$ cat src/rtl/pio_fifo_pkg.sv
package pio_fifo_pkg;
  localparam int PHASE_W = 3;

  typedef enum logic [2:0] {
    OP_IDLE,
    OP_SEL,
    OP_STATUS,
    OP_PUSH,
    OP_CMD,
    OP_POP,
    OP_RDZ
  } op_e;

  // Fixed service priority: selection, status preload, write, read.
  function automatic op_e decode_op(input logic sel, input logic sl,
                                    input logic wr, input logic cm,
                                    input logic rd, input logic [PHASE_W-1:0] ph);
    if (sel)      return OP_SEL;
    else if (sl)  return OP_STATUS;
    else if (wr)  return cm ? OP_CMD : OP_PUSH;
    else if (rd)  return (ph == '0) ? OP_RDZ : OP_POP;
    else          return OP_IDLE;
  endfunction
endpackage

$ cat src/rtl/pio_fifo_ctrl.sv
module pio_fifo_ctrl
  import pio_fifo_pkg::*;
#(
  parameter int DEPTH     = 16,
  parameter int CMD_DEPTH = 16,
  parameter int SIZE_W    = 16,
  localparam int PTR_W  = $clog2(DEPTH),
  localparam int CNT_W  = PTR_W + 1,
  localparam int CLEN_W = $clog2(CMD_DEPTH + 1),
  localparam int CIDX_W = $clog2(CMD_DEPTH)
) (
  input  logic                     clk,
  input  logic                     rst,
  input  op_e                      op,
  output logic                     store_en,
  output logic [PTR_W-1:0]         store_addr,
  output logic                     pop_en,
  output logic                     zero_rd,
  output logic [PTR_W-1:0]         pop_addr,
  output logic                     cmd_we,
  output logic [CIDX_W-1:0]        cmd_waddr,
  output logic                     overrun,
  output logic [CNT_W-1:0]         count,
  output logic signed [SIZE_W-1:0] size,
  output logic [CLEN_W-1:0]        cmd_len
);
  localparam logic [PTR_W-1:0]  LAST_IDX = PTR_W'(DEPTH - 1);
  localparam logic [CLEN_W-1:0] CMD_CAP  = CLEN_W'(CMD_DEPTH);

  logic [PTR_W-1:0] rp, wp, rp_inc, wp_inc;
  logic             can_pop, data_full, cmd_full;

  always_comb begin
    rp_inc    = rp + PTR_W'(1);
    wp_inc    = wp + PTR_W'(1);
    can_pop   = (rp < wp);
    data_full = (wp == LAST_IDX);
    cmd_full  = (cmd_len >= CMD_CAP);
    store_en  = (op == OP_PUSH) && !data_full;
    store_addr = wp;
    pop_en    = (op == OP_POP) && can_pop;
    zero_rd   = (op == OP_RDZ);
    pop_addr  = rp;
    cmd_we    = (op == OP_CMD) && !cmd_full;
    cmd_waddr = CIDX_W'(cmd_len);
  end

  always_ff @(posedge clk) begin
    if (rst) begin
      rp <= '0; wp <= '0; count <= '0; size <= '0;
      cmd_len <= '0; overrun <= 1'b0;
    end else begin
      overrun <= 1'b0;
      unique case (op)
        OP_SEL: begin
          rp <= '0; wp <= '0; count <= '0; size <= '0; cmd_len <= '0;
        end
        OP_STATUS: begin
          rp <= '0; wp <= PTR_W'(2); count <= CNT_W'(2); size <= SIZE_W'(2);
        end
        OP_PUSH: begin
          if (data_full) overrun <= 1'b1;
          else begin
            wp <= wp_inc; count <= count + CNT_W'(1); size <= size + SIZE_W'(1);
          end
        end
        OP_CMD: begin
          if (cmd_full) overrun <= 1'b1;
          else cmd_len <= cmd_len + CLEN_W'(1);
        end
        OP_POP: begin
          if (can_pop) begin
            count <= count - CNT_W'(1); size <= size - SIZE_W'(1);
            if (rp_inc == wp) begin rp <= '0; wp <= '0; end
            else rp <= rp_inc;
          end else if (rp == wp) begin
            rp <= '0; wp <= '0;
          end
        end
        OP_RDZ: begin
          if (rp == wp) begin rp <= '0; wp <= '0; end
        end
        default: ;
      endcase
    end
  end
endmodule

$ cat src/rtl/pio_fifo_ram.sv
module pio_fifo_ram #(
  parameter int DEPTH = 16,
  localparam int PTR_W = $clog2(DEPTH)
) (
  input  logic             clk,
  input  logic             rst,
  input  logic             we,
  input  logic [PTR_W-1:0] waddr,
  input  logic [7:0]       wdata,
  input  logic             preload,
  input  logic [7:0]       preload_byte,
  input  logic             re,
  input  logic             zero_rd,
  input  logic [PTR_W-1:0] raddr,
  output logic [7:0]       rdata
);
  logic [7:0] mem [DEPTH];

  always_ff @(posedge clk) begin
    if (preload) begin
      mem[0] <= preload_byte;
      mem[1] <= 8'h00;
    end else if (we) begin
      mem[waddr] <= wdata;
    end
  end

  always_ff @(posedge clk) begin
    if (rst)          rdata <= 8'h00;
    else if (zero_rd) rdata <= 8'h00;
    else if (re)      rdata <= mem[raddr];
  end
endmodule

$ cat src/rtl/pio_cmd_buf.sv
module pio_cmd_buf #(
  parameter int CMD_DEPTH = 16,
  localparam int CIDX_W = $clog2(CMD_DEPTH)
) (
  input  logic              clk,
  input  logic              we,
  input  logic [CIDX_W-1:0] waddr,
  input  logic [7:0]        wdata,
  input  logic [CIDX_W-1:0] raddr,
  output logic [7:0]        rdata
);
  logic [7:0] mem [CMD_DEPTH];

  always_ff @(posedge clk) begin
    if (we) mem[waddr] <= wdata;
    rdata <= mem[raddr];
  end
endmodule

$ cat src/rtl/pio_byte_fifo.sv
module pio_byte_fifo
  import pio_fifo_pkg::*;
#(
  parameter int DEPTH     = 16,
  parameter int CMD_DEPTH = 16,
  parameter int SIZE_W    = 16,
  localparam int PTR_W  = $clog2(DEPTH),
  localparam int CNT_W  = PTR_W + 1,
  localparam int CLEN_W = $clog2(CMD_DEPTH + 1),
  localparam int CIDX_W = $clog2(CMD_DEPTH)
) (
  input  logic                     clk,
  input  logic                     rst,
  input  logic                     wr_en,
  input  logic [7:0]               wr_data,
  input  logic                     rd_en,
  input  logic                     cmd_mode,
  input  logic [PHASE_W-1:0]       phase,
  input  logic                     status_load,
  input  logic [7:0]               status_byte,
  input  logic                     sel_start,
  input  logic [CIDX_W-1:0]        cmd_idx,
  output logic [7:0]               rd_data,
  output logic [7:0]               cmd_byte,
  output logic                     overrun,
  output logic [CNT_W-1:0]         fifo_count,
  output logic signed [SIZE_W-1:0] resid_size,
  output logic [CLEN_W-1:0]        cmd_len
);
  op_e               op;
  logic              store_en, pop_en, zero_rd, cmd_we;
  logic [PTR_W-1:0]  store_addr, pop_addr;
  logic [CIDX_W-1:0] cmd_waddr;

  assign op = decode_op(sel_start, status_load, wr_en, cmd_mode, rd_en, phase);

  pio_fifo_ctrl #(.DEPTH(DEPTH), .CMD_DEPTH(CMD_DEPTH), .SIZE_W(SIZE_W)) u_ctrl (
    .clk(clk), .rst(rst), .op(op),
    .store_en(store_en), .store_addr(store_addr),
    .pop_en(pop_en), .zero_rd(zero_rd), .pop_addr(pop_addr),
    .cmd_we(cmd_we), .cmd_waddr(cmd_waddr),
    .overrun(overrun), .count(fifo_count), .size(resid_size), .cmd_len(cmd_len)
  );

  pio_fifo_ram #(.DEPTH(DEPTH)) u_ram (
    .clk(clk), .rst(rst),
    .we(store_en), .waddr(store_addr), .wdata(wr_data),
    .preload(op == OP_STATUS), .preload_byte(status_byte),
    .re(pop_en), .zero_rd(zero_rd), .raddr(pop_addr), .rdata(rd_data)
  );

  pio_cmd_buf #(.CMD_DEPTH(CMD_DEPTH)) u_cmd (
    .clk(clk), .we(cmd_we), .waddr(cmd_waddr), .wdata(wr_data),
    .raddr(cmd_idx), .rdata(cmd_byte)
  );
endmodule

$ cat config.mk
export PLATFORM = sky130hd
export DESIGN_NAME = pio_byte_fifo
export DESIGN_NICKNAME = d
export VERILOG_FILES = /design/src/rtl/pio_fifo_pkg.sv /design/src/rtl/pio_fifo_ctrl.sv /design/src/rtl/pio_fifo_ram.sv /design/src/rtl/pio_cmd_buf.sv /design/src/rtl/pio_byte_fifo.sv
export SDC_FILE = /design/constraint.sdc
export NUM_CORES = 1
export LEC_CHECK = 0
export ABC_AREA = 1
export BUFFER_PORTS_ARGS = -buffer_cell sky130_fd_sc_hd__buf_4
export CORE_ASPECT_RATIO = 0.5
export CORE_MARGIN = 2
export CORE_UTILIZATION = 25
export DETAILED_ROUTE_END_ITERATION = 8
export SYNTH_ARGS = -nofsm -noshare
export SYNTH_HDL_FRONTEND = slang
export SYNTH_HIERARCHICAL = 1
export SYNTH_SLANG_ARGS = --single-unit
export TNS_END_PERCENT = 1
$ cat constraint.sdc
create_clock -name clk -period 3.3 [get_ports clk]
set_clock_uncertainty 0.1 [all_clocks]
set_input_delay 0.33 -clock clk [delete_from_list [all_inputs] [get_ports clk]]
set_output_delay 0.33 -clock clk [all_outputs]
set_load 0.05 [all_outputs]
==> impl_metrics.toml, run 1 <==
[outcome]
status = "finished clean"

[grt]
grt_max_degree = 67
grt_overflow = 0
grt_pass1_wl_mm = 55.30
grt_pass1_vias = 9999
antenna_found_initial = 0
grt_usage = 0.1156

[sta]
rsz0062_at_grt = "false"
setup_ws_ns = 0.8658
worst_slew_pin_slew_ns = 0.6784
fmax_ghz = 0.4108
period_minus_slack_ns = 2.434
setup_viol = 0
final-hold-violation-count = 0
slew_viol_final = 0
fin_crit_sh = 0.7376
fin_setup_tns_ns = 0
slew_headroom = 0.5478

[pwr]
p_sw_uw = 1913
p_seq_frac = 0.496
p_per_area_nw_per_um2 = 502.4
intPower_uw = 6657
clock_power_share = 0.438
comb_power_share = 0.066
vdd_drop_max_mv = 0.3827
power.leakage_uw = 0.007035
swShare = 0.2232

[setup_path]
path_cells = "inv_1 -> ha_1 -> inv_1 -> nor2_1 -> o21ai_0 -> nand2_1 -> nand2_1 -> nand2_2 -> nor2_4 -> buf_4 -> nand3_1 -> a21oi_1"
crit_slowest_cell = "dfxtp_1"
path_buf_inv = 3
start_kind = "flip-flop"
cp-end-kind = "flip-flop"
crit_family = "simple AND/OR/NAND/NOR gates"
required_ns = 3.70
arrival_ns = 2.83
crit_type = "flip-flop to flip-flop"
critPathMaxFanout = 9
cpPeakStageDelay_ns = 0.52
rrSetupSlack_ns = 0.87

[die]
start_util = 0.2526
core_um2 = 57330
row_count = 62
die_area_um2 = 59990
dieWidth_um = 344.4
die_y_um = 174.2
ioPinCount = 73

[clock_tree]
cts.clk_slew.worst_paths_ns = 0.07
htreeDepth = 1
cts-root-buf = "clkbuf_16"
numCtsBuffers = 31
clockBufferDepth = 3
cts_tree = "built"
insertion_delay_ns = 0.57
cts.repair.resized = 0
cts_sinks = 307

[yosys]
synth.net_count = 1600
syn_area_um2 = 14480
yosysWarnings = 6
netlist_instances = 1554
synth_top_area_frac = 0.5308
synth.distinct_cells = 40
postSynthAreaPerCell_um2 = 9.320
synth_area_leaders = "edfxtp_1 (53%), nand2_1 (12%), nand3_1 (8.3%)"
ys_ff_latch = 307
synth_seq_area_share = 0.6013
synth_top_cell_by_area = "edfxtp_1"

[place]
port_buffers = 72
routabilityCongestion = 0.8466
dp_slack_ns = 0.4076
dp_hpwl_mm = 21.85

[worst_hold_path]
min_path_type = "input pin to flip-flop"

[drt]
wirelength_mm = 34.93
dr.pass1.iters = 7
viasPerCell = 4.340
postRouteAntennaNets = 0
drt_iter0_markers = 726
wl_per_cell_um = 14.29
drcViolationCount = 0
via_count = 10610

[finish]
fill_cells = 5878
final_nets = 1696
area_growth_pct = 17.78
multi_input_area_um2 = 4498
drive_above_1_share = 0.1284
register_area_um2 = 8710

[flow_run]
drv_cap = 0
through the flow:
| step | instance area [um2] | power (uW) | cells | hold WS (ns) | util |
|---|---|---|---|---|---|
| 2_1_floorplan | 14480 | 4683 | 1554 | 0.2991 | - |
| 3_3_place_gp | 15870 | 4890 | 2375 | 0.3702 | 0.2769 |
| 3_5_place_dp | 15870 | 4892 | 2375 | 0.3706 | 0.2769 |
| 4_1_cts | 17050 | 8651 | 2442 | 0.09378 | 0.2975 |
| 5_1_grt | 17050 | 8865 | 2442 | 0.09679 | 0.2975 |
| 6_report | 17060 | 8570 | 2444 | 0.1099 | 0.2975 |
cell usage after synthesis, drive strengths merged:
library cell and number:
nand2 488, edfxtp 256, nand3 240, inv 211, nor2 97, buf 63
dfxtp 51, a21oi 40, o21ai 36, ha 16, xor2 10, nand4 8
nor3 7, clkbuf 4, o21bai 4, xnor2 4, a31oi 3, a41oi 3
o22ai 3, or2 3, nand3b 2, a21boi 1, a21o 1, a22oi 1
a32oi 1, and3 1
kinds of logic after synthesis:
group / count (synthesis) / synth area share
adders and majority gates: 16 / 0.01382
xor gates and xnor gates: 14 / 0.008466
buffers and inverters: 278 / 0.08812
AOI/OAI and AO/OA: 93 / 0.03724
DFF: 307 / 0.6013
and+or+nand+nor: 846 / 0.2511
cell usage in the layout (no fill, tap or decap), types with 16 or more instances in the layout:
cell       instances
o21ai_0           22
inv_1            199
a21oi_1           40
edfxtp_1         256
ha_1              16
dfxtp_1           50
nand3_1          239
nor2_1            89
clkbuf_16         31
nand2_1          476
buf_4            119
power by group through the flow:
| stage | Sequential (uW) | Clock (uW) | Combinational, uW |
|---|---|---|---|
| finish | 4250 | 3760 | 563 |
| global route | 4250 | 3990 | 621 |
| CTS | 4250 | 3830 | 570 |
| detailed placement | 4330 | 0 | 559 |
| floorplan | 4400 | 0 | 288 |
| global placement | 4330 | 0 | 557 |
sequential cells by signal (all words and copies together) (netlist names):
signal	cells
u_ram/mem	128
u_ctrl/pop_addr	4
u_ctrl/overrun	1
u_cmd/mem	128
u_ctrl/store_addr	4
u_ctrl/cmd_len	5
u_cmd/rdata	8
u_ctrl/count	5
u_ram/rdata	8
u_ctrl/size	16
routing by layer:
layer	vias up	track usage	part of all wire
li1	5283	-	-
met1	5043	0.1522	0.45
met2	233	0.2001	0.49
met3	48	0.01498	0.044
met4	0	0.02935	0.021
met5	-	0	0
final timing paths:
check / from / depth (start not counted) / end
hold / removal: wr_data[1] / 1 / u_cmd/mem[15][1]
setup / recovery: u_ctrl/store_addr[1] / 12 / u_ctrl/size[6]
setup reg to reg: u_ctrl/store_addr[1] / 12 / u_ctrl/size[6]
hold reg to reg: u_ctrl/pop_addr[0] / 1 / u_ctrl/pop_addr[0]
what timing repair did:
action | in CTS | in global routing
endpoints found under the hold margin | 15 | 0
setup buffers | 0 | 0
hold buffers | 10 | 0
cell type report:
class | instances | share of cell area
diodes | 2 | 0.0002934
clock buffers | 37 | 0.04680
clock inverters | 20 | 0.01643
inverters | 211 | 0.04643
multi-input cells | 969 | 0.2637
flip-flops and latches | 307 | 0.5106
well taps | 768 | 0.05633
repair buffers | 130 | 0.05941
Note: power is estimated with default switching activity, not from simulation.
==> run 2, diff against run 1 <==
- clock period: 3.3 -> 2.55 ns (I/O delays scaled with it)
==> run 2 against run 1 <==
  * Hold slack got worse by 0.081 ns
  * First-iteration DRC count rose by 12%
  * Largest power group unchanged
  * Critical path type unchanged
  * Utilization rose by 0.20 points
  * Die area did not move
==> impl_metrics.toml, run 2 (synthesis gave the netlist of run 1 again) <==
[outcome]
status = "finished clean"

[die]
core_um2 = 57330
ioPinCount = 73
die_y_um = 174.2
start_util = 0.2526
row_count = 62
die_area_um2 = 59990
dieWidth_um = 344.4

[place]
place_area_um2 = 16130
dp_slack_ns = 0.02687
port_buffers = 72
dp_hpwl_mm = 22.79
routabilityCongestion = 0.8709

[sta]
setup_ws_ns = 0.3486
setup_viol = 0
fmax_ghz = 0.4542
fin_setup_tns_ns = 0
period_minus_slack_ns = 2.201
rsz0062_at_grt = "false"
worst_slew_pin_slew_ns = 0.6640
final-hold-violation-count = 0
slew_viol_final = 0
holdWs_ns = 0.02886
slew_headroom = 0.5567
fin_crit_sh = 0.8633

[finish]
final_core_util = 0.2996
drive_above_1_share = 0.1403
layout_common_cells = "nand2_1 (476), edfxtp_1 (256), nand3_1 (239)"
area_growth_pct = 18.57
final_area_um2 = 17170
final_nets = 1725
reg_top3 = "u_cmd/mem x128, u_ram/mem x128, u_ctrl/size x16"
final_common_cell = "nand2_1"
fill_cells = 5892

[setup_path]
start_kind = "flip-flop"
critPathMaxFanout = 9
crit_type = "flip-flop to flip-flop"
cpPeakStageDelay_ns = 0.55
required_ns = 2.79
path_cells = "ha_1 -> inv_1 -> nor3_1 -> nor2_1 -> nand2_1 -> inv_1 -> nand2_1 -> nor2_1 -> buf_4"
cp-startpoint = "u_ctrl/store_addr[0]"
rr_startpoint = "u_ctrl/store_addr[0]"
crit_slowest_cell = "dfxtp_1"
arrival_ns = 2.44
cp-end-kind = "flip-flop"

[grt]
top_usage_layer = "met2"
grt_max_degree = 49
grt_pass1_vias = 10300
antenna_found_initial = 0
grt_overflow = 0
grt_util_met2 = 0.2024
grt_usage = 0.1180
gr-usage-met1 = 0.1533
grt_pass1_wl_mm = 56.24
met3_usage = 0.01564

[clock_tree]
htreeDepth = 1
cts.repair.resized = 0
cts_tree = "built"
numCtsBuffers = 31
cts.clk_slew.worst_paths_ns = 0.07
insertion_delay_ns = 0.58
cts_sinks = 307
clockBufferDepth = 3
cts-root-buf = "clkbuf_16"

[drt]
dr.pass1.iters = 5
wl_per_cell_um = 14.36
postRouteAntennaNets = 0
wirelength_mm = 35.51
viasPerCell = 4.326
via_count = 10700
drt_iter0_markers = 810
drcViolationCount = 0

[pwr]
vdd_drop_max_mv = 0.5021
power.leakage_uw = 0.007127
p_per_area_nw_per_um2 = 612.5

[flow_run]
drv_cap = 0

[worst_hold_path]
min_path_type = "input pin to flip-flop"
min_from = "wr_data[4]"
[run 2: cell types whose count changed in the layout (fill, tap and decap cells not counted), sizes merged]
cell    delta
clkbuf     +5
buf       +29
bufinv     -7
diode      -1
clkinv     +3
[run 2: worst max-delay path, delay by kind of cell, from the launching register on]
family	cells	cell delay [ns]
fa+ha+maj	1	0.21
buf+inv	3	0.30
flops	1	0.55
simple gates	5	0.78
[run 2: stage by stage]
| step | std cells | power, uW |
|---|---|---|
| after global routing | 2472 | 10910 |
| after detailed placement | 2404 | 6373 |
| after global placement | 2404 | 6364 |
| after CTS | 2472 | 10630 |
| final | 2473 | 10520 |
| after floorplan | 1554 | 6060 |
[run 2: final timing paths]
| path | cells past startpoint | slack (ns) | to |
|---|---|---|---|
| setup / recovery | 9 | 0.35 | u_ram/mem[10][6] |
| hold / removal | 1 | 0.03 | u_ram/mem[4][4] |
| setup reg to reg | 9 | 0.35 | u_ram/mem[10][6] |
| hold reg to reg | 2 | 0.39 | u_ctrl/count[3] |
[run 2: metal layers]
layer,share of wire,vias up
li1,-,5333
met1,0.44,5040
met2,0.48,258
met3,0.045,67
met4,0.032,0
met5,0,-
[run 2: timing repair]
action                    CTS  global route
hold buffers               10             0
setup buffers               0             0
hold endpoints to repair   26             0
[run 2: final cells by class]
class | count | area [um2] | share of cell area
Timing Repair Buffer | 159 | 1269 | 0.07388
Clock buffer | 42 | 847.1 | 0.04933
Tap cell | 768 | 960.9 | 0.05596
Multi-Input combinational cell | 969 | 4498 | 0.2619
Antenna cell | 1 | 2.502 | 0.0001457
Sequential cell | 307 | 8710 | 0.5072
Inverter | 211 | 792.0 | 0.04612
Clock inverter | 16 | 93.84 | 0.005464
[run 2: report_power, final]
part	internal [uW]	total, uW	switching (uW)
logic	240	771	532
registers	5470	5500	26.5
clock network	2330	4250	1920
